[src/rtl/spg_pkg.sv]
package spg_pkg;
  localparam int unsigned KEY_LEN = 4;
  localparam logic [7:0] KEY_B0 = 8'h3D;
  localparam logic [7:0] KEY_B1 = 8'h2A;
  localparam logic [7:0] KEY_B2 = 8'h7F;
  localparam logic [7:0] ACT_ERASE  = 8'hCF;
  localparam logic [7:0] ACT_PROG   = 8'hFC;
  localparam logic [7:0] ACT_SW_ON  = 8'hA9;
  localparam logic [7:0] ACT_SW_OFF = 8'h9A;

  // expected key byte for position idx (0..2)
  function automatic logic [7:0] key_byte(input logic [1:0] idx);
    case (idx)
      2'd0:    key_byte = KEY_B0;
      2'd1:    key_byte = KEY_B1;
      default: key_byte = KEY_B2;
    endcase
  endfunction

  // a two-bit lock field is armed only when both bits are set
  function automatic logic field_armed(input logic [1:0] f);
    field_armed = (f == 2'b11);
  endfunction
endpackage

[src/rtl/spg_seq_decode.sv]
module spg_seq_decode
  import spg_pkg::*;
#(
  parameter int unsigned NUM_SECT = 8
) (
  input  logic                     clk,
  input  logic                     rst_n,
  input  logic                     frame_active,
  input  logic                     byte_valid,
  input  logic [7:0]               byte_data,
  output logic                     erase_evt,
  output logic                     prog_evt,
  output logic                     on_evt,
  output logic                     off_evt,
  output logic [NUM_SECT-1:0][7:0] prog_data
);
  localparam int unsigned LAST   = KEY_LEN + NUM_SECT;
  localparam int unsigned CNT_W  = $clog2(LAST + 1);
  localparam int unsigned SLOT_W = (NUM_SECT > 1) ? $clog2(NUM_SECT) : 1;

  logic [CNT_W-1:0]  cnt;
  logic              key_ok;
  logic              prog_mode;
  logic [SLOT_W-1:0] slot;

  assign slot = SLOT_W'(cnt - CNT_W'(KEY_LEN));

  always_ff @(posedge clk or negedge rst_n) begin
    if (!rst_n) begin
      cnt       <= '0;
      key_ok    <= 1'b1;
      prog_mode <= 1'b0;
      erase_evt <= 1'b0;
      prog_evt  <= 1'b0;
      on_evt    <= 1'b0;
      off_evt   <= 1'b0;
      prog_data <= '0;
    end else begin
      erase_evt <= 1'b0;
      prog_evt  <= 1'b0;
      on_evt    <= 1'b0;
      off_evt   <= 1'b0;
      if (!frame_active) begin
        cnt       <= '0;
        key_ok    <= 1'b1;
        prog_mode <= 1'b0;
      end else if (byte_valid) begin
        if (cnt != CNT_W'(LAST)) cnt <= cnt + 1'b1;
        if (cnt < CNT_W'(KEY_LEN - 1)) begin
          if (byte_data != key_byte(cnt[1:0])) key_ok <= 1'b0;
        end else if (cnt == CNT_W'(KEY_LEN - 1)) begin
          if (key_ok) begin
            case (byte_data)
              ACT_ERASE:  erase_evt <= 1'b1;
              ACT_PROG:   prog_mode <= 1'b1;
              ACT_SW_ON:  on_evt    <= 1'b1;
              ACT_SW_OFF: off_evt   <= 1'b1;
              default: ;
            endcase
          end
        end else if (prog_mode && cnt < CNT_W'(LAST)) begin
          prog_data[slot] <= byte_data;
          if (cnt == CNT_W'(LAST - 1)) prog_evt <= 1'b1;
        end
      end
    end
  end

  // program commit never coincides with another action
  prog_alone_chk: assert property (@(posedge clk) disable iff (!rst_n)
    prog_evt |-> !(erase_evt || on_evt || off_evt));
endmodule

[src/rtl/spg_prot_store.sv]
module spg_prot_store #(
  parameter int unsigned NUM_SECT = 8
) (
  input  logic                     clk,
  input  logic                     rst_n,
  input  logic                     wp,
  input  logic                     erase_evt,
  input  logic                     prog_evt,
  input  logic                     on_evt,
  input  logic                     off_evt,
  input  logic [NUM_SECT-1:0][7:0] prog_data,
  input  logic                     op_done,
  input  logic                     op_fail,
  output logic [NUM_SECT-1:0][7:0] spr,
  output logic                     sw_on,
  output logic                     erased,
  output logic                     err
);
  always_ff @(posedge clk or negedge rst_n) begin
    if (!rst_n) begin
      spr    <= '1;
      erased <= 1'b1;
      sw_on  <= 1'b0;
      err    <= 1'b0;
    end else begin
      if (on_evt)  sw_on <= 1'b1;
      if (off_evt) sw_on <= 1'b0;
      if (op_done) err <= op_fail;
      if (!wp) begin
        if (erase_evt) begin
          spr    <= '1;
          erased <= 1'b1;
          err    <= 1'b0;
        end else if (prog_evt) begin
          if (erased) begin
            spr    <= prog_data;
            erased <= 1'b0;
            err    <= 1'b0;
          end else begin
            err <= 1'b1;
          end
        end
      end
    end
  end


  wp_freeze_chk: assert property (@(posedge clk) disable iff (!rst_n)
    wp && (erase_evt || prog_evt) && !op_done |=> $stable(spr) && $stable(err));


  unerased_prog_chk: assert property (@(posedge clk) disable iff (!rst_n)
    prog_evt && !wp && !erased |=> $stable(spr) && err);


  erase_result_chk: assert property (@(posedge clk) disable iff (!rst_n)
    erase_evt && !wp |=> (spr == '1) && erased && !err);
endmodule

[src/rtl/spg_lock_store.sv]
module spg_lock_store
  import spg_pkg::*;
#(
  parameter int unsigned NUM_SECT = 8,
  localparam int unsigned SECT_W = (NUM_SECT > 1) ? $clog2(NUM_SECT) : 1
) (
  input  logic                     clk,
  input  logic                     rst_n,
  input  logic                     lk_valid,
  input  logic [SECT_W-1:0]        lk_sector,
  input  logic [7:0]               lk_bits,
  output logic [NUM_SECT-1:0][1:0] lock_f
);
  logic       lk_ok;
  logic [1:0] new_f;

  assign lk_ok = lk_valid && (lk_bits[3:0] == 4'h0);
  assign new_f = {field_armed(lk_bits[7:6]), field_armed(lk_bits[5:4])};

  always_ff @(posedge clk or negedge rst_n) begin
    if (!rst_n) lock_f <= '0;
    else if (lk_ok) lock_f[lk_sector] <= lock_f[lk_sector] | new_f;
  end

  // a flag once set stays set
  lock_oneway_chk: assert property (@(posedge clk) disable iff (!rst_n)
    1'b1 |=> ((lock_f & $past(lock_f)) == $past(lock_f)));
endmodule

[src/rtl/spg_decide.sv]
module spg_decide #(
  parameter int unsigned NUM_SECT    = 8,
  parameter int unsigned PAGE_W      = 10,
  parameter int unsigned SUB0A_PAGES = 8,
  localparam int unsigned SECT_W = (NUM_SECT > 1) ? $clog2(NUM_SECT) : 1
) (
  input  logic                     req_valid,
  input  logic [PAGE_W-1:0]        req_page,
  input  logic [NUM_SECT-1:0][7:0] spr,
  input  logic [NUM_SECT-1:0][1:0] lock_f,
  input  logic                     sw_on,
  input  logic                     wp,
  output logic                     allow,
  output logic                     deny
);
  function automatic logic [SECT_W-1:0] sector_of(input logic [PAGE_W-1:0] p);
    sector_of = p[PAGE_W-1 -: SECT_W];
  endfunction

  // lock_f[s] = {field 7:6 armed, field 5:4 armed}
  function automatic logic page_locked(input logic [PAGE_W-1:0] p,
                                       input logic [1:0] f);
    if (sector_of(p) == '0)
      page_locked = (p < PAGE_W'(SUB0A_PAGES)) ? f[1] : f[0];
    else
      page_locked = f[1] | f[0];
  endfunction

  logic [SECT_W-1:0] sec;
  logic              locked;
  logic              guarded;

  assign sec     = sector_of(req_page);
  assign locked  = page_locked(req_page, lock_f[sec]);
  assign guarded = (spr[sec] != 8'h00) && (wp || sw_on);
  assign deny    = req_valid && (locked || guarded);
  assign allow   = req_valid && !(locked || guarded);
endmodule

[src/rtl/spg_guard.sv]
module spg_guard #(
  parameter int unsigned NUM_SECT    = 8,
  parameter int unsigned PAGE_W      = 10,
  parameter int unsigned SUB0A_PAGES = 8,
  localparam int unsigned SECT_W = (NUM_SECT > 1) ? $clog2(NUM_SECT) : 1
) (
  input  logic              clk,
  input  logic              rst_n,
  input  logic              frame_active,
  input  logic              byte_valid,
  input  logic [7:0]        byte_data,
  input  logic              wp,
  input  logic              req_valid,
  input  logic [PAGE_W-1:0] req_page,
  output logic              req_allow,
  output logic              req_deny,
  input  logic              op_done,
  input  logic              op_fail,
  input  logic              lk_valid,
  input  logic [SECT_W-1:0] lk_sector,
  input  logic [7:0]        lk_bits,
  input  logic [SECT_W-1:0] rd_sector,
  output logic [7:0]        rd_byte,
  output logic              sw_prot_on,
  output logic              err_flag
);
  logic                     erase_evt, prog_evt, on_evt, off_evt;
  logic [NUM_SECT-1:0][7:0] prog_data;
  logic [NUM_SECT-1:0][7:0] spr;
  logic [NUM_SECT-1:0][1:0] lock_f;
  logic                     erased;

  spg_seq_decode #(.NUM_SECT(NUM_SECT)) u_dec (
    .clk(clk), .rst_n(rst_n), .frame_active(frame_active),
    .byte_valid(byte_valid), .byte_data(byte_data),
    .erase_evt(erase_evt), .prog_evt(prog_evt), .on_evt(on_evt),
    .off_evt(off_evt), .prog_data(prog_data));

  spg_prot_store #(.NUM_SECT(NUM_SECT)) u_store (
    .clk(clk), .rst_n(rst_n), .wp(wp), .erase_evt(erase_evt),
    .prog_evt(prog_evt), .on_evt(on_evt), .off_evt(off_evt),
    .prog_data(prog_data), .op_done(op_done), .op_fail(op_fail),
    .spr(spr), .sw_on(sw_prot_on), .erased(erased), .err(err_flag));

  spg_lock_store #(.NUM_SECT(NUM_SECT)) u_lock (
    .clk(clk), .rst_n(rst_n), .lk_valid(lk_valid), .lk_sector(lk_sector),
    .lk_bits(lk_bits), .lock_f(lock_f));

  spg_decide #(.NUM_SECT(NUM_SECT), .PAGE_W(PAGE_W),
               .SUB0A_PAGES(SUB0A_PAGES)) u_dec_rule (
    .req_valid(req_valid), .req_page(req_page), .spr(spr), .lock_f(lock_f),
    .sw_on(sw_prot_on), .wp(wp), .allow(req_allow), .deny(req_deny));

  assign rd_byte = spr[rd_sector];


  one_outcome_chk: assert property (@(posedge clk) disable iff (!rst_n)
    req_valid |-> $onehot({req_allow, req_deny}));


  idle_quiet_chk: assert property (@(posedge clk) disable iff (!rst_n)
    !req_valid |-> !req_allow && !req_deny);


  deny_keeps_err_chk: assert property (@(posedge clk) disable iff (!rst_n)
    req_deny && !op_done && !erase_evt && !prog_evt |=> $stable(err_flag));


  sw_on_chk: assert property (@(posedge clk) disable iff (!rst_n)
    on_evt && !off_evt |=> sw_prot_on);
endmodule

[config.mk]
export PLATFORM = sky130hd
export DESIGN_NAME = spg_guard
export DESIGN_NICKNAME = d
export VERILOG_FILES = /design/src/rtl/spg_pkg.sv /design/src/rtl/spg_seq_decode.sv /design/src/rtl/spg_prot_store.sv /design/src/rtl/spg_lock_store.sv /design/src/rtl/spg_decide.sv /design/src/rtl/spg_guard.sv
export SDC_FILE = /design/constraint.sdc
export NUM_CORES = 1
export LEC_CHECK = 0
export ABC_AREA = 1
export BUFFER_PORTS_ARGS = -buffer_cell sky130_fd_sc_hd__buf_2
export CORE_MARGIN = 4
export CORE_UTILIZATION = 50
export CTS_BUF_LIST = sky130_fd_sc_hd__clkbuf_16
export CTS_CLUSTER_DIAMETER = 50
export DETAILED_ROUTE_END_ITERATION = 10
export GPL_ROUTABILITY_DRIVEN = 0
export PLACE_DENSITY = 0.77
export RECOVER_POWER = 50
export SYNTH_ARGS = -nofsm -noshare
export SYNTH_HDL_FRONTEND = slang
export SYNTH_SLANG_ARGS = --single-unit
[constraint.sdc]
create_clock -name clk -period 1.4 [get_ports clk]
set_input_delay 0.14 -clock clk [delete_from_list [all_inputs] [get_ports clk]]
set_output_delay 0.14 -clock clk [all_outputs]
set_load 0.01 [all_outputs]
Word level (Yosys, flattened, before mapping)
Cells that the tools add are included.
Word-level totals
  flip-flop bits (word level): 157
  input port bits: 41
  word-level logic and storage cells: 161
  output and inout bits: 12
Cells by class
  bitwise operators: 5
  reduce and logical (&&, ||, !) cells: 23
  mux-type cells: 69
  order comparisons: 9
  equal/unequal tests: 19
  add/sub/neg operators: 2
Operators by type and width (number)
  $mux W64: 3
  $bwmux W64: 1
  $bmux W8 S3: 2
  $mux W8: 6
  $mux W1: 45
  $eq A8 B8 Y1 const B: 4
  $demux W8 S3: 1
  $bwmux W16: 1
  $lt A3 B4 Y1 const B: 4
  $ne A2 B1 Y1 const B: 7
  $pmux W7 S2: 1
  $bmux W2 S3: 2
  $mux W4: 3
  $lt A10 B4 Y1 const B: 1
  $reduce_and A5 Y1: 2
  $ne A8 B8 Y1: 1
  $reduce_bool A8 Y1: 1
  $logic_and A1 B1 Y1: 7
  $demux W2 S3: 1
  $ge A3 B1 Y1 const B: 2
  $mux W2: 3
  $reduce_and A3 Y1: 2
  $reduce_bool A2 Y1: 3
  $add A4 B1 Y4 const B: 1
  18 further kinds: 23

Longest topological paths before layout
  word-level depth: 10
  gate-level depth with buffers: 11
  mapped depth without buffers: 11

Hierarchy
Synthesis repeated with hierarchy kept, for this count alone.
Unflattened totals
  cells, all modules: 1166
  area total of the unflattened synthesis: 8819.7 sq um
Modules (own cells, without submodules)
  spg_prot_store: area an instance 3313.2 sq um, instances 1, cells each 369, sequential area each 1757.9 sq um
  spg_seq_decode: area an instance 3185.6 sq um, instances 1, cells each 340, sequential area each 1853.0 sq um
  spg_guard: area an instance 933.4 sq um, instances 1, cells each 214, sequential area each 0.0 sq um
  spg_lock_store: area an instance 912.1 sq um, instances 1, cells each 138, sequential area each 400.4 sq um
  spg_decide: area an instance 475.5 sq um, instances 1, cells each 105, sequential area each 0.0 sq um

Least setup slack after synthesis
No wires, ideal clock.
  kind: register to register
  start point: reg u_dec.cnt[0]
  end point: reg u_dec.cnt[3]
  library setup time: 0.121 ns
  data arrival time: 1.378 ns
  path slack: -0.099 ns
  buffers on the path: 0
  clock period less this slack: 1.499 ns
  stages on the path, launching flop included: 8
  required time: 1.279 ns
  cells stage by stage: dfrtp_1 inv_2 ha_1 nand3_1 nand2_1 inv_1 and3_1 nor3_1
Between the ends
  longest elaborated chain between the ends: 4
  elaborated cells between the ends (all ways): 7
  classes of those cells: 1 x add/sub; 2 x eq/ne; 3 x mux; 1 x reduce/logical
RTL lines
  start, declared: line spg_seq_decode.sv:21  | logic [CNT_W-1:0] cnt;
  start signal, assigned: line spg_seq_decode.sv:48  | if (cnt != CNT_W'(LAST)) cnt <= cnt + 1'b1;
  $add A4 B1 Y4: line spg_seq_decode.sv:48
  $mux W4: line spg_seq_decode.sv:48
  $mux W4: line spg_seq_decode.sv:47  | end else if (byte_valid) begin
  $mux W4: line spg_seq_decode.sv:43  | if (!frame_active) begin
Parallel ways exist; a longest one is shown, timed or not. The select of a mux whose other input is x is not followed.
A chain may end at the register's enable or synchronous reset.

Worst setup path after layout
  start point: reg u_store.spr[60] in the netlist's numbering
  end point: out req_allow
Between the ends
  longest elaborated chain between the ends: 7
RTL lines
  start, declared: line spg_prot_store.sv:14  | output logic [NUM_SECT-1:0][7:0] spr,
  start signal, assigned: line spg_prot_store.sv:36  | spr <= prog_data;
  $bmux W8 S3: line spg_decide.sv:35  | assign guarded = (spr[sec] != 8'h00) && (wp || sw_on);
  $mux W8 (implied by the code): line spg_decide.sv:35
  $reduce_bool A8 Y1: line spg_decide.sv:35
  $logic_and A1 B1 Y1: line spg_decide.sv:35
  $logic_or A1 B1 Y1: line spg_decide.sv:37  | assign allow = req_valid && !(locked || guarded);
  $logic_not A1 Y1: line spg_decide.sv:37
  $logic_and A1 B1 Y1: line spg_decide.sv:37
  end, declared: line spg_guard.sv:15  | output logic req_allow,
No other way between the ends. The select of a mux whose other input is x is not followed.

==> impl_results.md <==
* Area growth from synthesis to final layout at 38.2%
* Cell variety after synth at 42
* Clock latency at the later pin of the worst-skew pair at between 400 and 500 ps
* Initial antenna violation count at 0
* Nets at approximately 1,100
* Max incr delay on CP at ~390 ps
* I/O pin count at 53
* Violated checks: setup timing
* Status: complete, but fails checks
* Final WS setup at -617 ps
* Switching Share at around a quarter
* Endpoints failing setup at between 60 and 70
* Via/cell ratio at 6.08
* Fmax at about 500 MHz
* Antenna Cells at 0
* CTS tree: yes
* Origin of the worst setup path: u_store.spr[60]
* Detailed Route WL at ~26 mm
* Core footprint at about 15,000 sq um
* Number of flops mapped to enable cells by yosys at 0
* Final Max Slew Viols at 0
* Max transition margin at 26.2%
* Overflow after GRT at 0
* Post-DP HPWL at ~14 mm
* Most frequent cells in the layout: nand2_1, buf_4, dfrtp_1
* Main synth FF type: dfrtp_1
* WHS Path Cells at 3
* TNS Setup at -10,600 ps
* Mapped cell area at roughly 7600 sq um
* CP Cell Sequence: nor2_1 -> nand2_1 -> nor2_1 -> nand2_1 -> nand3_1 -> nand3_1 -> nand3_2 -> nand2_1 -> nor2_1 -> buf_2
* Net count after synthesis at 936
* Switching pwr at ~0.0025 W
* Reg power frac at between 40% and 50%
* Period minus WS final at ~2000 ps
* Peak supply drop at 0.870 mV
* Port Buffers at 49
* Avg WL per Cell at between 20 and 25 microns
* Ys async rst share at 100%
* Mean Syn Cell Area at about 8.6 sq um
* Worst hold start: byte_data[2]
* Clock buffer depth at 2
* Share of cells above drive strength 1 at 47.4%
* Final worst-path cycle share at 144%
* FF-to-FF setup slack at -200 ps
* Clk root buf: clkbuf_16
* Die area at about 17,000 sq um
* Die W at 132 microns
* R2R Path Start: u_dec.cnt[3]
* Layout Skew at approximately 11 ps
* TritonCTS Buffers at 17
* Commonest non-fill, non-tap cell in the layout: nand2_1
* Number of core rows at between 40 and 50
* Yosys reg bits at 157
* Clock-pin transition on the worst setup and hold timing paths at ~70 ps
* Largest net degree at the start of global routing at 65
* Initial Util at between 50 and 60%
* # DRC at 0
* Critical path fanouts, max at 3
* Initial DRC Count at between 900 and 1,000
* H-tree levels at 4
* Levels on crit path at 10
* CP arrival at roughly 1900 ps
* Cell-internal power at between 0.007 and 0.008 W
* Slew @ Worst Pin at 1110 ps
* Pre-CTS WS at -152 ps
* Worst hold path type: in -> reg
* CP top delay family: simple AND/OR/NAND/NOR gates
* Worst Setup EP: req_allow
* Die height at 132 microns
* Cell count of the worst reg-to-reg path at 8
* Clock power frac at roughly 42%
* Worst setup SP type: flip-flop
* Sequential fraction of the synthesis area at 52.5%
* Number of global-route vias before repair at between 7,000 and 8,000
* DRT Pass-1 Iters at 6
* Max Cap Viol at 0
* First-pass GRT wire length at between 30 and 40 mm
* Gate Count Post-Synth at between 800 and 900
* FF-to-FF End: u_dec.prog_data[16]
* Final Hold Vio Count at 0
* CP Class: reg -> out
* Total GRT Usage at roughly 27%
* CP max stage cell: dfstp_2
* Data required, critical path at between 1000 and 1500 ps
* Power Density at ~930 nW/um^2
* WP buf/inv at 1
* Ys Warns at 0
* Leakage at 4.85 nW
* CTS sink cnt at 157
* Crit. End Element: output port
* Hold WS at around 37 ps
* Combinational power share at about a tenth
* DR vias at 7,652
* Power Total at roughly 0.01 W
* RSZ-0062 raised after global routing: true
* Post-route ant nets at 0
-- power groups by stage --
stage               Clock, W  Combinational (W)  Sequential (W)
floorplan                  0           0.000361         0.00474
global placement           0           0.000822         0.00475
detailed placement         0           0.000833         0.00475
CTS                  0.00416           0.000911         0.00467
global route         0.00442            0.00109         0.00468
finish               0.00419            0.00101         0.00467
-- flip-flops by register name, indices dropped and copies added (netlist names), 4 cells and up --
register and count:
u_dec.cnt 4, u_dec.prog_data 64, u_lock.lock_f 16, u_store.spr 64
-- Yosys cell counts, types with 2 or more instances --
| cell type | count | area share [%] |
|---|---|---|
| nand2_1 | 156 | 7.7 |
| o21ai_0 | 154 | 10 |
| dfrtp_1 | 91 | 30 |
| inv_1 | 84 | 4.1 |
| nor2_1 | 82 | 4.0 |
| dfstp_2 | 66 | 23 |
| a21oi_1 | 57 | 3.7 |
| o21ai_1 | 29 | 1.9 |
| nand3_1 | 27 | 1.8 |
| o21ai_2 | 27 | 3.1 |
| clkbuf_1 | 24 | 1.2 |
| nor3_1 | 15 | 0.98 |
| buf_2 | 12 | 0.79 |
| a31oi_1 | 10 | 0.82 |
| buf_6 | 9 | 1.3 |
| nand3_4 | 5 | 1.1 |
| nand4_1 | 5 | 0.41 |
| ha_1 | 4 | 0.65 |
| o31ai_1 | 4 | 0.39 |
| a221oi_1 | 2 | 0.23 |
| and3_1 | 2 | 0.16 |
| inv_2 | 2 | 0.098 |
| inv_4 | 2 | 0.16 |
| nand4_2 | 2 | 0.33 |
| nor4_1 | 2 | 0.16 |
| or2_2 | 2 | 0.16 |
-- cell families after synthesis --
family,share of synthesized area (%)
and+or+nand+nor,18.0
AOI/OAI and AO/OA,20.8
DFF,52.5
buffers and inverters,7.82
adders and majority gates,0.654
xor gates and xnor gates,0.115
muxes,0.147
-- worst register-to-register path, stage by stage, from the launching register on --
cell and delay [ps]:
dfrtp_2 430, nor2_4 70, nor2_4 100, nand3_4 140
nor2_8 150, buf_12 150, nand3_4 210, nand2_2 140
o21ai_1 70
-- final cells by class --
| type | count | area [sq um] |
|---|---|---|
| clock inverter | 15 | 93.8 |
| multi-input combinational | 605 | 3750 |
| fill | 1024 | 4190 |
| timing repair buffer | 191 | 1700 |
| tap | 184 | 230 |
| inverter | 89 | 350 |
| sequential | 157 | 4020 |
| clock buffer | 17 | 425 |
-- through the flow --
step           area, sq um  util [%]  std cells
2_1_floorplan         7650         -        891
3_3_place_gp          8760      59.4       1173
3_5_place_dp          8760      59.4       1173
4_1_cts               9790      66.4       1234
5_1_grt              10600      71.6       1258
6_report             10600      71.6       1258
-- routing by layer --
metal / vias up / track usage [%] / wire length [microns]
li1: 3343 / - / -
met1: 3718 / 34.2 / 9840
met2: 488 / 43.8 / 12600
met3: 103 / 6.84 / 2460
met4: 0 / 12.1 / 1150
met5: - / 0 / 0
-- repair_timing --
item / CTS / global route
pin swaps: 33 / 55
buffers inserted: 19 / 20
hold buffers: 3 / 0
resized for setup: 78 / 222
gates cloned: 8 / 6
endpoints found under the hold margin: 95 / 0
setup endpoints to repair: 76 / 126
-- worst min path at each step --
stage,end,slack (ps)
finish,u_dec.erase_evt,40
global route,u_dec.erase_evt,50
CTS,u_dec.on_evt,3
detailed placement,u_dec.prog_data[14],90
global placement,u_dec.prog_data[14],90
floorplan,u_dec.cnt[0],-160
Power figures use the tool's default switching activity.
